## src/rtl/canx_cs_pkg.sv

```systemverilog
package canx_cs_pkg;

    typedef enum logic [2:0] {
        CS_RUN       = 3'd0,
        CS_DRAIN_TX  = 3'd1,
        CS_WAIT_IDLE = 3'd2,
        CS_STOPPED   = 3'd3,
        CS_EXITING   = 3'd4
    } cs_state_e;

    typedef struct packed {
        cs_state_e state;
        logic      init;
        logic      ack;
    } cs_fsm_regs_t;

endpackage

```

## src/rtl/canx_cs_fsm.sv

```systemverilog
module canx_cs_fsm
    import canx_cs_pkg::*;
(
    input  logic clk,
    input  logic rst_n,
    input  logic stop_req,
    input  logic tx_busy,
    input  logic bus_idle,
    input  logic init_wr_en,
    input  logic init_wr_val,
    input  logic sw_clk_en,
    output logic init_o,
    output logic ack_o,
    output logic clk_en_o
);

    cs_fsm_regs_t r_d, r_q;

    assign init_o   = r_q.init;
    assign ack_o    = r_q.ack;
    assign clk_en_o = ~r_q.ack | sw_clk_en;

    always_comb begin
        r_d = r_q;
        // software write, locked while the stop step owns the bit
        if (init_wr_en && (r_q.state != CS_STOPPED)) begin
            r_d.init = init_wr_val;
        end
        unique case (r_q.state)
            CS_RUN: begin
                if (stop_req) r_d.state = CS_DRAIN_TX;
            end
            CS_DRAIN_TX: begin
                if (!stop_req)     r_d.state = CS_RUN;
                else if (!tx_busy) r_d.state = CS_WAIT_IDLE;
            end
            CS_WAIT_IDLE: begin
                if (!stop_req) begin
                    r_d.state = CS_RUN;
                end else if (bus_idle) begin
                    r_d.init  = 1'b1;
                    r_d.state = CS_STOPPED;
                end
            end
            CS_STOPPED: begin
                if (!r_q.ack) begin
                    if (!stop_req) r_d.state = CS_RUN;
                    else           r_d.ack   = 1'b1;
                end else if (!stop_req && clk_en_o) begin
                    r_d.ack   = 1'b0;
                    r_d.state = CS_EXITING;
                end
            end
            CS_EXITING: begin
                r_d.state = CS_RUN;
            end
            default: begin
                r_d.state = CS_RUN;
            end
        endcase
    end

    always_ff @(posedge clk or negedge rst_n) begin
        if (!rst_n) begin
            r_q <= '{state: CS_RUN, init: 1'b0, ack: 1'b0};
        end else begin
            r_q <= r_d;
        end
    end

    // acknowledge only with initialization mode set
    a_r12_ack_needs_init: assert property (@(posedge clk) disable iff (!rst_n)
        r_q.ack |-> r_q.init);

    // acknowledge rises only after init was already set
    a_r4_ack_after_init: assert property (@(posedge clk) disable iff (!rst_n)
        $rose(r_q.ack) |-> $past(r_q.init));

    // a gated clock holds the acknowledge
    a_r8_hold_while_gated: assert property (@(posedge clk) disable iff (!rst_n)
        (r_q.ack && !clk_en_o) |=> r_q.ack);

    // init bit cannot move while acknowledged
    a_r6_init_locked: assert property (@(posedge clk) disable iff (!rst_n)
        r_q.ack |=> $stable(r_q.init));

    // no force while transmitter busy
    a_r3_no_force_when_busy: assert property (@(posedge clk) disable iff (!rst_n)
        (tx_busy && !r_q.init && (r_q.state != CS_WAIT_IDLE)) |=> !r_q.ack);

endmodule

```

## src/rtl/canx_rx_wake.sv

```systemverilog
module canx_rx_wake #(
    parameter int SYNC_STAGES = 2
) (
    input  logic clk,
    input  logic rst_n,
    input  logic rx_in,
    input  logic stop_ack,
    input  logic stop_req,
    input  logic auto_en,
    input  logic wake_en,
    output logic wake_o
);

    localparam int LAST = SYNC_STAGES - 1;

    typedef struct packed {
        logic [SYNC_STAGES-1:0] sync;
        logic                   prev;
        logic                   wake;
    } wk_regs_t;

    wk_regs_t w_d, w_q;
    logic     fall;

    assign fall   = w_q.prev & ~w_q.sync[LAST];
    assign wake_o = w_q.wake;

    always_comb begin
        w_d      = w_q;
        w_d.sync = {w_q.sync[LAST-1:0], rx_in};
        w_d.prev = w_q.sync[LAST];
        if (!stop_req) begin
            w_d.wake = 1'b0;
        end else if (stop_ack && auto_en && wake_en && fall) begin
            w_d.wake = 1'b1;
        end
    end

    always_ff @(posedge clk or negedge rst_n) begin
        if (!rst_n) begin
            w_q <= '{sync: '1, prev: 1'b1, wake: 1'b0};
        end else begin
            w_q <= w_d;
        end
    end

    // wakeup only raised during acknowledged stop with both enables
    a_r10_wake_qualified: assert property (@(posedge clk) disable iff (!rst_n)
        $rose(w_q.wake) |-> ($past(stop_ack) && $past(auto_en) && $past(wake_en)));

    // wakeup is sticky while a request remains
    a_r10_wake_sticky: assert property (@(posedge clk) disable iff (!rst_n)
        (w_q.wake && stop_req) |=> w_q.wake);

endmodule

```

## src/rtl/canx_clkstop_ctrl.sv

```systemverilog
module canx_clkstop_ctrl #(
    parameter int SYNC_STAGES = 2
) (
    input  logic clk,
    input  logic rst_n,
    input  logic core_req_wr_en,
    input  logic core_req_wr_val,
    input  logic wrap_stop_req,
    input  logic init_wr_en,
    input  logic init_wr_val,
    input  logic tx_busy,
    input  logic bus_idle,
    input  logic sw_clk_en,
    input  logic rx_in,
    input  logic auto_wake_en,
    input  logic wake_req_en,
    output logic core_req_rd,
    output logic init_mode,
    output logic stop_ack,
    output logic wrap_ack_sts,
    output logic clk_en_req,
    output logic wake_req
);

    logic core_req_d, core_req_q;
    logic req_any;

    assign req_any      = core_req_q | wrap_stop_req;
    assign core_req_rd  = req_any;
    assign wrap_ack_sts = stop_ack;

    always_comb begin
        core_req_d = core_req_q;
        if (core_req_wr_en) core_req_d = core_req_wr_val;
    end

    always_ff @(posedge clk or negedge rst_n) begin
        if (!rst_n) core_req_q <= 1'b0;
        else        core_req_q <= core_req_d;
    end

    canx_cs_fsm u_fsm (
        .clk        (clk),
        .rst_n      (rst_n),
        .stop_req   (req_any),
        .tx_busy    (tx_busy),
        .bus_idle   (bus_idle),
        .init_wr_en (init_wr_en),
        .init_wr_val(init_wr_val),
        .sw_clk_en  (sw_clk_en),
        .init_o     (init_mode),
        .ack_o      (stop_ack),
        .clk_en_o   (clk_en_req)
    );

    canx_rx_wake #(.SYNC_STAGES(SYNC_STAGES)) u_wake (
        .clk     (clk),
        .rst_n   (rst_n),
        .rx_in   (rx_in),
        .stop_ack(stop_ack),
        .stop_req(req_any),
        .auto_en (auto_wake_en),
        .wake_en (wake_req_en),
        .wake_o  (wake_req)
    );

    // wrapper status mirrors the acknowledge
    a_r5_mirror: assert property (@(posedge clk) disable iff (!rst_n)
        wrap_ack_sts == stop_ack);

    // clock enable forced on outside acknowledged stop
    a_r7_clk_forced: assert property (@(posedge clk) disable iff (!rst_n)
        !stop_ack |-> clk_en_req);

    // engine request bit reads set whenever wrapper requests
    a_r2_core_tracks: assert property (@(posedge clk) disable iff (!rst_n)
        wrap_stop_req |-> core_req_rd);

endmodule

```

## config.mk

```make
export PLATFORM = sky130hd
export DESIGN_NAME = canx_clkstop_ctrl
export DESIGN_NICKNAME = d
export VERILOG_FILES = /design/src/rtl/canx_cs_pkg.sv /design/src/rtl/canx_cs_fsm.sv /design/src/rtl/canx_rx_wake.sv /design/src/rtl/canx_clkstop_ctrl.sv
export SDC_FILE = /design/constraint.sdc
export NUM_CORES = 1
export LEC_CHECK = 0
export ABC_AREA = 0
export ABC_CLOCK_PERIOD_IN_PS = 1500
export BUFFER_PORTS_ARGS = -buffer_cell sky130_fd_sc_hd__buf_4
export CAP_MARGIN = 30
export CORE_AREA = 10 10 47 49
export DETAILED_ROUTE_END_ITERATION = 10
export DIE_AREA = 0 0 57 59
export GPL_TIMING_DRIVEN = 0
export PLACE_DENSITY = 0.68
export SLEW_MARGIN = 0
export SYNTH_ARGS = -nofsm -noshare
export SYNTH_HDL_FRONTEND = slang
export SYNTH_SLANG_ARGS = --single-unit
```

## constraint.sdc

```tcl
create_clock -name clk -period 1.5 [get_ports clk]
set_clock_uncertainty 0.15 [all_clocks]
set_input_delay 0.225 -clock clk [delete_from_list [all_inputs] [get_ports clk]]
set_output_delay 0.225 -clock clk [all_outputs]
set_load 0.03 [all_outputs]
```

# Word level (Yosys, flattened, before mapping)
# Cells that the tools add are included.
[totals]
word_cells = 47
input_bits = 13
out_inout_bits = 6
reg_bits = 10
[classes]
muxes = 17
eq_ne = 10
bitwise = 5
reduce_logical = 8
[ops]
columns = ["operator", "count"]
rows = [
  ["3-bit 2-to-1 mux", 7],
  ["3-bit inequality test, second input constant", 4],
  ["3-bit one-hot mux with 4 select lines", 1],
  ["1-bit 2-to-1 mux", 8],
  ["3-bit by 2-bit equality test with 1-bit output, second input constant", 2],
  ["1-bit logical AND", 5],
  ["5-bit AND reduction", 1],
  ["4-bit 2-to-1 mux", 1],
  ["2-bit by 1-bit inequality test with 1-bit output, second input constant", 2],
  ["3-bit by 1-bit equality test with 1-bit output, second input constant", 1],
  ["3-bit logical NOT", 1],
  ["3-bit by 2-bit inequality test with 1-bit output, second input constant", 1],
  ["1-bit inverter", 2],
  ["1-bit bitwise OR", 2],
  ["1-bit AND", 1],
  ["1-bit logical NOT", 1],
]

# Depth between registers and ports, before layout
[logic_depth]
depth_word = 6
ltp_mapped = 3
depth_no_buf = 3

# Hierarchy
# From an unflattened synthesis, not the netlist that was laid out.
[hier_totals]
hier_cells = 43
area_unflattened_um2 = 475.5
[modules_own_cells]
columns = ["module", "cells_per_inst", "seq_area_each_um2", "n_inst", "area_each_um2"]
rows = [
  ["canx_cs_fsm", 31, 125.1, 1, 292.8],
  ["canx_rx_wake", 8, 103.8, 1, 128.9],
  ["canx_clkstop_ctrl", 4, 25.0, 1, 53.8],
]

# Worst setup path before layout
# OpenSTA, ideal clock, no wires.
[synth_path]
path_type = "flip-flop to flip-flop"
start = "register u_fsm.r_q, in the netlist u_fsm.ack_o"
end = "register u_fsm.r_q[3] in the netlist's numbering"
setup_time_ps = 101
path_buffers = 0
stages_incl_launch_ff = 4
period_less_slack_ps = 1593
required_ps = 1249
arrival_ps = 1342
path_slack_ps = -93
cell_sequence = "dfrtp_1 > nand2b_1 > o22a_2 > o32ai_1"
[synth_between]
elab_chain_len = 5
elab_cells_between_ends = 8
classes_between = "eq/ne (2); mux (2); bitwise (2); reduce/logical (2)"
[synth_rtl]
columns = ["element", "line_no", "rtl"]
rows = [
  ["start, declared", "canx_cs_fsm.sv:17", "cs_fsm_regs_t r_d, r_q;"],
  ["start signal, assigned", "canx_cs_fsm.sv:65", "r_q <= '{state: CS_RUN, init: 1'b0, ack: 1'b0};"],
  ["start signal, assigned", "canx_cs_fsm.sv:67", "r_q <= r_d;"],
  ["1-bit inverter", "canx_cs_fsm.sv:21", "assign clk_en_o = ~r_q.ack | sw_clk_en;"],
  ["1-bit bitwise OR", "canx_cs_fsm.sv:21", ""],
  ["via clk_en_req", "canx_clkstop_ctrl.sv:21", "output logic clk_en_req,"],
  ["1-bit logical AND", "canx_cs_fsm.sv:49", "end else if (!stop_req && clk_en_o) begin"],
  ["3-bit inequality test (no source line)", "-", ""],
  ["5-bit AND reduction (no source line)", "-", ""],
]
# The timed path passes the listed nets, and every way through them passes these cells.
# A chain may end at the register's enable or synchronous reset.

# Worst setup path after layout
[layout_path]
start = "register core_req_q"
end = "output port core_req_rd"
[layout_between]
elab_chain_len = 1
[layout_rtl]
columns = ["element", "line_no", "rtl"]
rows = [
  ["start, declared", "canx_clkstop_ctrl.sv:25", "logic core_req_d, core_req_q;"],
  ["start signal, assigned", "canx_clkstop_ctrl.sv:39", "else core_req_q <= core_req_d;"],
  ["1-bit bitwise OR", "canx_clkstop_ctrl.sv:28", "assign req_any = core_req_q | wrap_stop_req;"],
  ["end, declared", "canx_clkstop_ctrl.sv:17", "output logic core_req_rd,"],
]
# Every way passes these cells.

==> results.rst <==
.. list-table::
   :header-rows: 1

   * - Metric
     - Value
   * - Core Region
     - 1400 um2
   * - Total die area
     - 3360 um2
   * - Leading area contributor after synthesis
     - dfrtp_1
   * - Total of fill cells in the finished design
     - 139
   * - TritonCTS sink count
     - 10
   * - CP Capture Type
     - output pin
   * - Min cycle time layout
     - 1.43 ns
   * - Total Routing Usage GR
     - 6.53%
   * - Worst hold path type
     - input pin to flip-flop
   * - Worst vdd ir
     - 0.555 mV
   * - PnR worst setup slack
     - 0.0702 ns
   * - Antenna diode instance count
     - 0
   * - Mapped Area
     - 445 um2
   * - Area share of the largest cell type after synthesis
     - 39.3%
   * - Final routed wirelength across all metal layers
     - 1090 um
   * - Buf/Inv on CP
     - 2
   * - Hold Vio Cnt, Final
     - 0
   * - P_leak
     - 0.322 nW
   * - Average wire per standard cell
     - 13.3 um
   * - Via-per-instance ratio
     - 4.73
   * - Final total negative setup slack
     - 0 ns
   * - Pin count of the biggest net entering global routing
     - 11
   * - I/O pin count
     - 19
   * - Critical path's largest stage delay
     - 0.42 ns
   * - Number of routed nets with antenna violations
     - 0
   * - Clock insertion delay at the later pin of the skew report
     - 0.27 ns
   * - Synth Net Count
     - 52
   * - Number of global-route vias before repair
     - 414
   * - Number of buffers on the longest clock path
     - 2
   * - Largest cells by area after synthesis
     - dfrtp_1, dfstp_2, a21oi_1
   * - Warnings from Yosys
     - 0
   * - Worst-margin pin slew
     - 0.205 ns
   * - CP max stage cell
     - dfrtp_1
   * - DR pass1 iterations
     - 2
   * - Sequential area share after synthesis
     - 57.0%
   * - Power density over cell area
     - 1510 nW/um2
   * - Placement Rows
     - 14
   * - Synthesis-to-layout area growth
     - 52.5%
   * - Drt first-iter violations
     - 2
   * - Critical-path cell list
     - nor2_4, inv_1, buf_4
   * - Synthesized area per cell
     - 11.4 um2
   * - Overflow left after global routing
     - 0
   * - Data arrival time of the worst path
     - 1.05 ns
   * - Final estimated routing congestion in global placement
     - 0.682
   * - Status
     - completed
   * - Die span in x
     - 57 um
   * - Clock tree from TritonCTS
     - built
   * - Worst path required time
     - 1.12 ns
   * - Slew headroom
     - 86.3%
   * - Unrepaired setup endpoints after global routing
     - no
   * - Portion of the clock cycle consumed by the worst path in the final layout
     - 95.3%
   * - Worst reg2reg setup slack
     - 0.09 ns
   * - Number of setup violations in the final report
     - 0
   * - Number of storage elements in the synthesis netlist
     - 10
   * - Initial Utilization
     - 31.8%
   * - Final slew viol count
     - 0
   * - Ratio of cells with drive above 1 in the final layout
     - 50.0%
   * - Vias
     - 388
   * - Nets
     - 80
   * - Storage cell area
     - 254 um2
   * - Final core occ
     - 48.5%
   * - Number of distinct library cell variants in the gate-level netlist after synthesis
     - 24
   * - Num CTS Buffers
     - 3
   * - Number of DRC violations after detailed routing
     - 0
   * - Number of H-tree levels
     - 1
   * - Total power
     - 1.03 mW
   * - Maximum fanout count along the critical path
     - 5
   * - Family with the most delay on the worst path
     - flip-flops
   * - Highest clock rate
     - 0.699 GHz
   * - Worst setup path category
     - flip-flop to output pin
   * - Clock transition time at the flip-flop clock pins of the worst setup and hold paths
     - 0.06 ns
   * - Footprint of the multi-input gates
     - 176 um2
   * - Post-Place Worst Slack
     - 0.109 ns
   * - Wire length of the first global-routing pass
     - 1730 um
   * - Detail Placement HPWL
     - 827 um
   * - Die span in y
     - 59 um
   * - Max-cap viol count
     - 0
   * - Initial antenna violation count
     - 0
   * - Count of mapped cells out of synthesis
     - 39
   * - Input/output buffers
     - 18
   * - Startpoint class of the critical path
     - flip-flop
   * - Clock Tree Root
     - clkbuf_4
## cells in the mapped netlist
cell type,number
dfrtp_1,7
o211ai_1,1
o32ai_1,1
buf_4,1
or4b_4,1
nor3_1,1
or2b_1,1
and3b_1,1
mux2_2,1
a21oi_1,4
and4b_1,1
nand3b_2,1
inv_1,4
or3_1,1
nor2_2,1
o22a_2,1
o22ai_1,1
o21ai_0,2
nor2_1,1
nand2b_1,1
and2b_1,1
o21ai_1,1
dfstp_2,3
nand2_1,1
## final timing paths
kind,to,startpoint,depth (start not counted)
min in group asynchronous,u_fsm.ack_o,rst_n,2
setup / recovery,core_req_rd,core_req_q,3
setup reg to reg,u_fsm.r_q[3],u_fsm.r_q[4],3
hold reg to reg,u_wake.w_d[1],u_wake.w_d[3],0
max in group asynchronous,u_wake.w_d[3],rst_n,2
hold / removal,core_req_q,core_req_wr_val,2
## stage by stage
step	instances	instance area, um2	hold WS [ns]
5_1_grt	82	679	0.0471
3_5_place_dp	73	603	-0.0900
6_report	82	679	0.0404
3_3_place_gp	73	603	-0.0908
2_1_floorplan	39	448	-0.221
4_1_cts	80	664	0.0355
## flip-flops by register name, summed over array words and instances (netlist names)
name           count
u_fsm.ack_o        1
u_fsm.init_o       1
u_wake.wake_o      1
u_wake.w_q         1
u_fsm.r_q          3
u_wake.w_d         2
core_req_q         1
## layer usage
metal | vias up | part of all wire (%) | global-route usage (%)
met1 | 179 | 38 | 6.07
met2 | 10 | 53 | 11.2
li1 | 197 | - | -
met5 | - | 0 | 0
met4 | 0 | 2.5 | 4.03
met3 | 2 | 6.9 | 3.43
## power by group
| part | switching [mW] | leakage, nW | internal, mW | total (mW) |
|---|---|---|---|---|
| Sequential | 0.0791 | 0.117 | 0.336 | 0.415 |
| Clock | 0.0955 | 0.0150 | 0.103 | 0.198 |
| Combinational | 0.213 | 0.190 | 0.201 | 0.414 |
| Total | 0.388 | 0.322 | 0.639 | 1.03 |
## cell families after synthesis
kind of cell	after synthesis	share of synthesized area (%)
muxes	1	2.53
DFF	10	57.0
buffers and inverters	5	5.06
AOI/OAI and AO/OA	11	15.2
and+or+nand+nor	12	20.2
## area by class of cell
| cell class | instances | share of cell area, % |
|---|---|---|
| timing repair buffer | 23 | 26.5 |
| clock buffer | 4 | 3.87 |
| multi-input combinational | 24 | 26.0 |
| buffer | 1 | 1.10 |
| tap | 16 | 2.95 |
| sequential | 10 | 37.4 |
| inverter | 4 | 2.21 |
## what timing repair did
item | 4_1_cts | 5_1_grt
setup buffers | 0 | 2
resized for setup | 1 | 0
pin swaps | 0 | 1
endpoints found under the setup margin | 1 | 1
hold endpoints to repair | 12 | 0
hold buffers | 3 | 0
## worst reg2reg max path, cell delays in order (launching register included)
cell and delay [ns]:
dfrtp_1 0.40, nand3b_2 0.27, o22a_2 0.24, o32ai_1 0.26
## cell usage in the layout (no fill, tap or decap), drive strengths merged
| master | n |
|---|---|
| a21oi | 4 |
| o22ai | 1 |
| dlygate4sd3 | 3 |
| and4b | 1 |
| nand3b | 1 |
| and2b | 1 |
| o32ai | 1 |
| and3b | 1 |
| o21ai | 3 |
| or3 | 1 |
| dfrtp | 7 |
| o211ai | 1 |
| nand2b | 1 |
| nand2 | 1 |
| dfstp | 3 |
| nor2 | 2 |
| or2b | 1 |
| clkbuf | 4 |
| o22a | 1 |
| or4b | 1 |
| nor3 | 1 |
| mux2 | 1 |
| inv | 4 |
| buf | 21 |
(Power assumes the default switching activity.)
